`src/rtl/ipc_mbox_pkg.sv`:
```
package ipc_mbox_pkg;

  localparam logic [3:0] OFS_STAT   = 4'd0;
  localparam logic [3:0] OFS_TXW    = 4'd1;
  localparam logic [3:0] OFS_TXN    = 4'd2;
  localparam logic [3:0] OFS_RXW    = 4'd3;
  localparam logic [3:0] OFS_RXN    = 4'd4;
  localparam int unsigned REG_STRIDE = 5;
  localparam logic [3:0] ADDR_IRQ_EN = 4'd10;

  typedef struct packed {
    logic [63:0] wide;
    logic [31:0] narrow;
  } msg_t;

  function automatic logic [3:0] reg_addr(int unsigned queue, logic [3:0] ofs);
    return 4'(queue * REG_STRIDE) + ofs;
  endfunction

  function automatic logic [63:0] status_word(logic [7:0] cnt, logic ovf,
                                              logic full, logic empty);
    return {48'b0, cnt, 5'b0, ovf, full, empty};
  endfunction

  function automatic int unsigned wrap_inc(int unsigned p, int unsigned depth);
    return (p + 1 == depth) ? 0 : p + 1;
  endfunction

endpackage

```
`src/rtl/ipc_mbox_fifo.sv`:
```
module ipc_mbox_fifo
  import ipc_mbox_pkg::*;
#(
  parameter int unsigned DEPTH = 8,
  localparam int unsigned PW = (DEPTH > 1) ? $clog2(DEPTH) : 1,
  localparam int unsigned CW = $clog2(DEPTH + 1)
) (
  input  logic          clk,
  input  logic          rst_n,
  input  logic          stage_we,
  input  logic [63:0]   stage_d,
  input  logic          push,
  input  logic [31:0]   push_lo,
  input  logic          pop,
  input  logic          ovf_clr,
  output msg_t          head,
  output logic [CW-1:0] count,
  output logic          full,
  output logic          empty,
  output logic          ovf
);

  msg_t          mem [DEPTH];
  logic [63:0]   stage_q;
  logic [PW-1:0] wr_ptr, rd_ptr;
  logic [CW-1:0] count_q;
  logic          ovf_q;

  logic push_ok, pop_ok, push_drop;
  assign full      = (count_q == CW'(DEPTH));
  assign empty     = (count_q == '0);
  assign push_ok   = push && !full;
  assign push_drop = push && full;
  assign pop_ok    = pop && !empty;

  always_ff @(posedge clk) begin
    if (push_ok) mem[wr_ptr] <= '{wide: stage_q, narrow: push_lo};
  end

  always_ff @(posedge clk) begin
    if (!rst_n) begin
      stage_q <= '0;
      wr_ptr  <= '0;
      rd_ptr  <= '0;
      count_q <= '0;
      ovf_q   <= 1'b0;
    end else begin
      if (stage_we) stage_q <= stage_d;
      if (push_ok)  wr_ptr <= PW'(wrap_inc(int'(wr_ptr), DEPTH));
      if (pop_ok)   rd_ptr <= PW'(wrap_inc(int'(rd_ptr), DEPTH));
      count_q <= count_q + CW'(push_ok) - CW'(pop_ok);
      if (push_drop)    ovf_q <= 1'b1;
      else if (ovf_clr) ovf_q <= 1'b0;
    end
  end

  assign head  = mem[rd_ptr];
  assign count = count_q;
  assign ovf   = ovf_q;

  p_no_overflow_r6: assert property (@(posedge clk) disable iff (!rst_n)
    count_q <= CW'(DEPTH));
  p_drop_sets_ovf_r6: assert property (@(posedge clk) disable iff (!rst_n)
    push && full |=> ovf_q);
  p_push_step_r2: assert property (@(posedge clk) disable iff (!rst_n)
    push && !full && !pop |=> count_q == $past(count_q) + CW'(1));
  p_empty_pop_r7: assert property (@(posedge clk) disable iff (!rst_n)
    pop && empty && !push |=> $stable(count_q));
  p_push_pop_r8: assert property (@(posedge clk) disable iff (!rst_n)
    push && pop && !full && !empty |=> $stable(count_q));

endmodule

```
`src/rtl/ipc_mbox_port.sv`:
```
module ipc_mbox_port
  import ipc_mbox_pkg::*;
#(
  parameter int unsigned SIDE = 0
) (
  input  logic        clk,
  input  logic        rst_n,
  input  logic        req_valid,
  input  logic        req_write,
  input  logic [3:0]  req_addr,
  input  logic [63:0] req_wdata,
  output logic        req_ready,
  output logic        rsp_valid,
  output logic [63:0] rsp_data,
  input  logic [63:0] stat_out,
  input  logic [63:0] stat_in,
  input  msg_t        rx_head,
  input  logic        rx_empty,
  input  logic [3:0]  irq_en,
  output logic        tx_stage_we,
  output logic [63:0] tx_wide,
  output logic        tx_push,
  output logic [31:0] tx_lo,
  output logic        rx_pop,
  output logic [1:0]  ovf_clr,
  output logic        en_we,
  output logic [3:0]  en_d
);

  localparam int unsigned RXQ = 1 - SIDE;
  localparam logic [3:0] A_STAT0 = reg_addr(0, OFS_STAT);
  localparam logic [3:0] A_STAT1 = reg_addr(1, OFS_STAT);
  localparam logic [3:0] A_TXW   = reg_addr(SIDE, OFS_TXW);
  localparam logic [3:0] A_TXN   = reg_addr(SIDE, OFS_TXN);
  localparam logic [3:0] A_RXW   = reg_addr(RXQ, OFS_RXW);
  localparam logic [3:0] A_RXN   = reg_addr(RXQ, OFS_RXN);

  logic wr_acc, rd_acc;
  assign req_ready = 1'b1;
  assign wr_acc    = req_valid && req_write;
  assign rd_acc    = req_valid && !req_write;

  assign tx_stage_we = wr_acc && (req_addr == A_TXW);
  assign tx_wide     = req_wdata;
  assign tx_push     = wr_acc && (req_addr == A_TXN);
  assign tx_lo       = req_wdata[31:0];
  assign rx_pop      = rd_acc && (req_addr == A_RXN);
  assign ovf_clr[0]  = wr_acc && (req_addr == A_STAT0) && req_wdata[2];
  assign ovf_clr[1]  = wr_acc && (req_addr == A_STAT1) && req_wdata[2];
  assign en_we       = wr_acc && (req_addr == ADDR_IRQ_EN);
  assign en_d        = req_wdata[3:0];

  logic [63:0] rd_mux;
  always_comb begin
    rd_mux = '0;
    if (req_addr == A_STAT0)          rd_mux = stat_out;
    else if (req_addr == A_STAT1)     rd_mux = stat_in;
    else if (req_addr == A_RXW)       rd_mux = rx_empty ? '0 : rx_head.wide;
    else if (req_addr == A_RXN)       rd_mux = rx_empty ? '0 : {32'b0, rx_head.narrow};
    else if (req_addr == ADDR_IRQ_EN) rd_mux = {60'b0, irq_en};
  end

  always_ff @(posedge clk) begin
    if (!rst_n) begin
      rsp_valid <= 1'b0;
      rsp_data  <= '0;
    end else begin
      rsp_valid <= rd_acc;
      rsp_data  <= rd_acc ? rd_mux : '0;
    end
  end

  p_rsp_timing_r4: assert property (@(posedge clk) disable iff (!rst_n)
    rsp_valid |-> $past(req_valid && !req_write));

endmodule

```
`src/rtl/ipc_mailbox.sv`:
```
module ipc_mailbox
  import ipc_mbox_pkg::*;
#(
  parameter int unsigned DEPTH      = 8,
  parameter bit          HAS_IRQ_EN = 1'b1
) (
  input  logic        clk,
  input  logic        rst_n,
  input  logic        ap_req_valid,
  output logic        ap_req_ready,
  input  logic        ap_req_write,
  input  logic [3:0]  ap_req_addr,
  input  logic [63:0] ap_req_wdata,
  output logic        ap_rsp_valid,
  output logic [63:0] ap_rsp_data,
  input  logic        io_req_valid,
  output logic        io_req_ready,
  input  logic        io_req_write,
  input  logic [3:0]  io_req_addr,
  input  logic [63:0] io_req_wdata,
  output logic        io_rsp_valid,
  output logic [63:0] io_rsp_data,
  output logic        irq_out_empty,
  output logic        irq_out_pending,
  output logic        irq_in_empty,
  output logic        irq_in_pending
);

  localparam int unsigned CW = $clog2(DEPTH + 1);
  localparam logic [3:0] EN_FIXED = HAS_IRQ_EN ? 4'h0 : 4'hF;
  localparam logic [3:0] EN_WMASK = HAS_IRQ_EN ? 4'hF : 4'h0;

  logic        req_valid_s [2];
  logic        req_write_s [2];
  logic [3:0]  req_addr_s  [2];
  logic [63:0] req_wdata_s [2];
  logic        req_ready_s [2];
  logic        rsp_valid_s [2];
  logic [63:0] rsp_data_s  [2];
  logic        stage_we_s  [2];
  logic [63:0] tx_wide_s   [2];
  logic        push_s      [2];
  logic [31:0] tx_lo_s     [2];
  logic        pop_s       [2];
  logic [1:0]  clr_s       [2];
  logic        en_we_s     [2];
  logic [3:0]  en_d_s      [2];

  msg_t          head_q [2];
  logic [CW-1:0] cnt_q  [2];
  logic          full_q [2];
  logic          empty_q[2];
  logic          ovf_q  [2];
  logic [63:0]   stat_q [2];
  logic [3:0]    en_q;

  assign req_valid_s[0] = ap_req_valid;
  assign req_write_s[0] = ap_req_write;
  assign req_addr_s[0]  = ap_req_addr;
  assign req_wdata_s[0] = ap_req_wdata;
  assign req_valid_s[1] = io_req_valid;
  assign req_write_s[1] = io_req_write;
  assign req_addr_s[1]  = io_req_addr;
  assign req_wdata_s[1] = io_req_wdata;
  assign ap_req_ready   = req_ready_s[0];
  assign ap_rsp_valid   = rsp_valid_s[0];
  assign ap_rsp_data    = rsp_data_s[0];
  assign io_req_ready   = req_ready_s[1];
  assign io_rsp_valid   = rsp_valid_s[1];
  assign io_rsp_data    = rsp_data_s[1];

  for (genvar q = 0; q < 2; q++) begin : g_queue
    ipc_mbox_fifo #(.DEPTH(DEPTH)) u_fifo (
      .clk     (clk),
      .rst_n   (rst_n),
      .stage_we(stage_we_s[q]),
      .stage_d (tx_wide_s[q]),
      .push    (push_s[q]),
      .push_lo (tx_lo_s[q]),
      .pop     (pop_s[1-q]),
      .ovf_clr (clr_s[0][q] | clr_s[1][q]),
      .head    (head_q[q]),
      .count   (cnt_q[q]),
      .full    (full_q[q]),
      .empty   (empty_q[q]),
      .ovf     (ovf_q[q])
    );
    assign stat_q[q] = status_word(8'(cnt_q[q]), ovf_q[q], full_q[q], empty_q[q]);
  end

  for (genvar s = 0; s < 2; s++) begin : g_side
    ipc_mbox_port #(.SIDE(s)) u_port (
      .clk        (clk),
      .rst_n      (rst_n),
      .req_valid  (req_valid_s[s]),
      .req_write  (req_write_s[s]),
      .req_addr   (req_addr_s[s]),
      .req_wdata  (req_wdata_s[s]),
      .req_ready  (req_ready_s[s]),
      .rsp_valid  (rsp_valid_s[s]),
      .rsp_data   (rsp_data_s[s]),
      .stat_out   (stat_q[0]),
      .stat_in    (stat_q[1]),
      .rx_head    (head_q[1-s]),
      .rx_empty   (empty_q[1-s]),
      .irq_en     (en_q),
      .tx_stage_we(stage_we_s[s]),
      .tx_wide    (tx_wide_s[s]),
      .tx_push    (push_s[s]),
      .tx_lo      (tx_lo_s[s]),
      .rx_pop     (pop_s[s]),
      .ovf_clr    (clr_s[s]),
      .en_we      (en_we_s[s]),
      .en_d       (en_d_s[s])
    );
  end

  always_ff @(posedge clk) begin
    if (!rst_n)          en_q <= EN_FIXED;
    else if (en_we_s[0]) en_q <= (en_d_s[0] & EN_WMASK) | EN_FIXED;
    else if (en_we_s[1]) en_q <= (en_d_s[1] & EN_WMASK) | EN_FIXED;
  end

  assign irq_out_empty   =  empty_q[0] & en_q[0];
  assign irq_out_pending = !empty_q[0] & en_q[1];
  assign irq_in_empty    =  empty_q[1] & en_q[2];
  assign irq_in_pending  = !empty_q[1] & en_q[3];

  p_pending_holds_r9: assert property (@(posedge clk) disable iff (!rst_n)
    pop_s[1] && cnt_q[0] > CW'(1) && en_q[1] && !en_we_s[0] && !en_we_s[1]
    |=> irq_out_pending);
  p_pending_drops_r9: assert property (@(posedge clk) disable iff (!rst_n)
    pop_s[1] && cnt_q[0] == CW'(1) && !push_s[0] |=> !irq_out_pending);

endmodule

```
`config.mk`:
```
export PLATFORM = sky130hd
export DESIGN_NAME = ipc_mailbox
export DESIGN_NICKNAME = d
export VERILOG_FILES = /design/src/rtl/ipc_mbox_pkg.sv /design/src/rtl/ipc_mbox_fifo.sv /design/src/rtl/ipc_mbox_port.sv /design/src/rtl/ipc_mailbox.sv
export SDC_FILE = /design/constraint.sdc
export NUM_CORES = 2
export LEC_CHECK = 0
export CAP_MARGIN = 20
export CORE_MARGIN = 10
export CORE_UTILIZATION = 47
export DETAILED_ROUTE_END_ITERATION = 12
export GPL_TIMING_DRIVEN = 0
export MAX_ROUTING_LAYER = met4
export PLACE_DENSITY = 0.65
export SLEW_MARGIN = 20
export SYNTH_ARGS = -nofsm -noshare
export SYNTH_HDL_FRONTEND = slang
export SYNTH_SLANG_ARGS = --single-unit
export TNS_END_PERCENT = 5
```
`constraint.sdc`:
```
create_clock -name clk -period 17.4 [get_ports clk]
set_input_delay 3.48 -clock clk [delete_from_list [all_inputs] [get_ports clk]]
set_output_delay 3.48 -clock clk [all_outputs]
set_load 0.01 [all_outputs]
```
==> results.txt <==
Worst path max stage delay -> 0.70 ns
Root Driver -> clkbuf_16
Fill cells -> 10500
Starting Density -> 0.475
RSZ-0062 raised after global routing -> no
CTS tree -> built
Post-route setup TNS -> 0 ns
Max-slew headroom -> 0.251
IO Port Bufs -> 272
Number of max-cap violations -> 0
CTS resizes -> 0
F_max -> 0.146 GHz
Most frequent cell after synthesis -> edfxtp_1
Yosys reg bits -> 1826
Crit path arrival time -> 7.34 ns
First-pass GRT wire length -> 237000 microns
Vias in the first global route -> 34700
DR DRC count -> 0
Final WL -> 162000 microns
Pwr Total -> 0.00877 W
Syn Inst Count -> 3380
Detailed placement HPWL -> 109000 microns
Startpoint Class -> input port
Routed Antenna Nets -> 0
DR pass1 iterations -> 6
Maximum clock insertion buffer count -> 3
Asr flop ratio synth -> 0
Layout area overhead -> 20.2%
Seq/Total Area, Yosys -> 0.770
Routed via count -> 34200
Layout cells sized above 1 -> 0.233
Sequential cell area -> 51900 sq um
Fin crit share -> 0.393
Final Slew Violations -> 0
Die Span Y -> 399 microns
CTS H-tree lvls -> 4
GP Congestion -> 0.773
CP Capture Type -> flip-flop
Area contributors post-synth -> edfxtp_1 68%, mux4_2 13%, dfxtp_1 8.6%
Crit-path slowest cell -> nor3_2
Bufs and invs on worst path -> 9
Syn avg cell area -> 20.0 sq um
Synth top area share -> 0.683
Total gr overflow -> 0
GRT Util Overall -> 0.209
Post-synth top cells -> 1536 x edfxtp_1, 384 x mux4_2, 290 x dfxtp_1
Later-pin clock latency in the skew report -> 0.82 ns
Critical path's top delay family -> buffers and inverters
Clock Sinks -> 1826
Tightest Pin Transition -> 1.11 ns
Area of the multi-input gates -> 14700 sq um
Cts hold-fix bufs -> 0
Vias per cell -> 5.62
Leakage -> 25.5 nW
Clock-pin slew on the worst setup and hold paths -> 0.06 ns
Main flop type after synthesis -> edfxtp_1
Synth Cell Area -> 67500 sq um
Ports -> 278
CTS buffer count -> 182
Yosys warns -> 0
VDD IR-drop max -> 0.0953 mV
Placement Rows -> 138
Final Hold Viols -> 0
Initial antenna violation count -> 31
Synth area leader -> edfxtp_1
Final setup fails -> 0
Drt initial violations -> 3133
Synth cell types -> 64
CP Class -> in2reg
Final nets -> 4165
EDFF count, synth -> 1536
CP cell instances -> clkdlybuf4s50_1 > nand2_1 > or4_1 > clkbuf_1 > inv_1 > nand2_1 > nor3_2 > buf_4 > buf_6 > buf_6 > buf_4 > buf_6 > buf_4
Crit path required time -> 17.90 ns
Run status -> completed
P per Cell Area -> 108 nW/um^2
Pin count of the biggest net entering global routing -> 21
Die Wd -> 399 microns
Die area -> 159000 sq um
# Post-CTS Setup Buffers -> 0
WL/cell -> 26.7 microns
Worst-path maximum fanout -> 8
Minimum clock period -> 6.85 ns
Max Clock Skew -> 0.0410 ns
Core ar. -> 142000 sq um
Worst hold path class -> reg2reg
==> kinds of logic after synthesis <==
group / count (synthesis) / share of synthesized area
AO/OA/AOI/OAI: 242 / 0.0220
XOR/XNOR: 8 / 0.00104
adder cells (fa/ha/maj): 16 / 0.00319
buffers and inverters: 204 / 0.0139
flip-flops: 1826 / 0.770
multiplexers: 581 / 0.157
other: 1 / 0.0000556
AND/OR/NAND/NOR: 502 / 0.0328
==> state kept, by name, indices dropped and copies added (netlist names), named ones only <==
name / count
en_q: 4
g_queue.u_fifo.count: 8
g_queue.u_fifo.mem: 1536
g_queue.u_fifo.ovf: 2
g_queue.u_fifo.rd_ptr: 6
g_queue.u_fifo.stage_q: 128
g_queue.u_fifo.wr_ptr: 6
g_side.u_port.rsp_data: 128
g_side.u_port.rsp_valid: 2
==> layout by cell type, fill, tap and decap left out, types with 7 or more instances in the layout <==
| cell type | n |
|---|---|
| buf_6 | 21 |
| mux4_2 | 384 |
| buf_1 | 17 |
| buf_2 | 96 |
| nor2_4 | 9 |
| nor3_2 | 8 |
| clkbuf_1 | 122 |
| and2_1 | 29 |
| nand2_1 | 275 |
| clkdlybuf4s50_1 | 272 |
| a21oi_1 | 139 |
| nand4_1 | 10 |
| clkinv_2 | 26 |
| bufinv_16 | 17 |
| buf_12 | 19 |
| dfxtp_1 | 290 |
| diode_2 | 26 |
| o22a_1 | 25 |
| o22ai_1 | 30 |
| buf_4 | 99 |
| clkbuf_16 | 183 |
| clkbuf_8 | 25 |
| edfxtp_1 | 1536 |
| inv_1 | 19 |
| ha_1 | 14 |
| inv_6 | 7 |
| mux2i_1 | 191 |
| o21ai_0 | 9 |
| clkinv_1 | 14 |
| buf_16 | 34 |
| nor2_1 | 117 |
==> path summary, 6_finish.rpt <==
| path | startpoint | to | slack [ns] | cells after the start |
|---|---|---|---|---|
| max | io_req_write | g_queue[1].u_fifo.mem[1][26] | 10.55 | 13 |
| min | g_queue[0].u_fifo.rd_ptr[2] | flip-flop | 0.51 | 2 |
| max reg2reg | g_queue[1].u_fifo.count[2] | g_queue[1].u_fifo.mem[1][26] | 13.15 | 14 |
| min reg2reg | g_queue[0].u_fifo.rd_ptr[2] | flip-flop | 0.51 | 2 |
==> layout make-up <==
type                            instances  area share
Antenna cell                           26    0.000802
Inverter                               20    0.000925
Sequential cell                      1826       0.640
Buffer                                184      0.0107
Timing Repair Buffer                  442      0.0612
Tap cell                             1890      0.0291
Clock inverter                         77      0.0122
Multi-Input combinational cell       1351       0.182
Clock buffer                          266      0.0634
==> per-layer routing <==
layer | GRT usage | share of wire | vias up
met5 | - | 0 | -
met4 | 0.0615 | 0.024 | 0
met3 | 0.0530 | 0.086 | 239
met2 | 0.312 | 0.47 | 1294
met1 | 0.285 | 0.42 | 17800
li1 | - | - | 14900
==> power by group <==
part	switching, W	leakage [nW]	internal, W
logic	0.0000573	6.01	0.0000391
registers	0.00000611	16.5	0.00470
clock network	0.00165	2.97	0.00232
==> per-stage QoR <==
stage                     worst slack (ns)  instance area (sq um)  hold slack [ns]  std cells  utilization
after floorplan                       3.14                  67500            0.453       3381            -
after global placement               -8.04                  72600            0.487       5543        0.511
after detailed placement              9.79                  74900            0.496       5712        0.527
after CTS                            10.65                  81100            0.511       6055        0.570
after global routing                 10.44                  81100            0.537       6076        0.571
final                                10.55                  81100            0.511       6082        0.571
==> worst register-to-register path, cell delays in order (launching register included) <==
cell and delay, ns:
dfxtp_1 0.37, inv_1 0.10, ha_1 0.20, nor3b_1 0.20, or4_1 0.54, clkbuf_1 0.23
inv_1 0.20, nand2_1 0.24, nor3_2 0.70, buf_4 0.32, buf_6 0.17, buf_6 0.15
buf_4 0.19, buf_6 0.16, buf_4 0.19
Power figures use the tool's default switching activity.
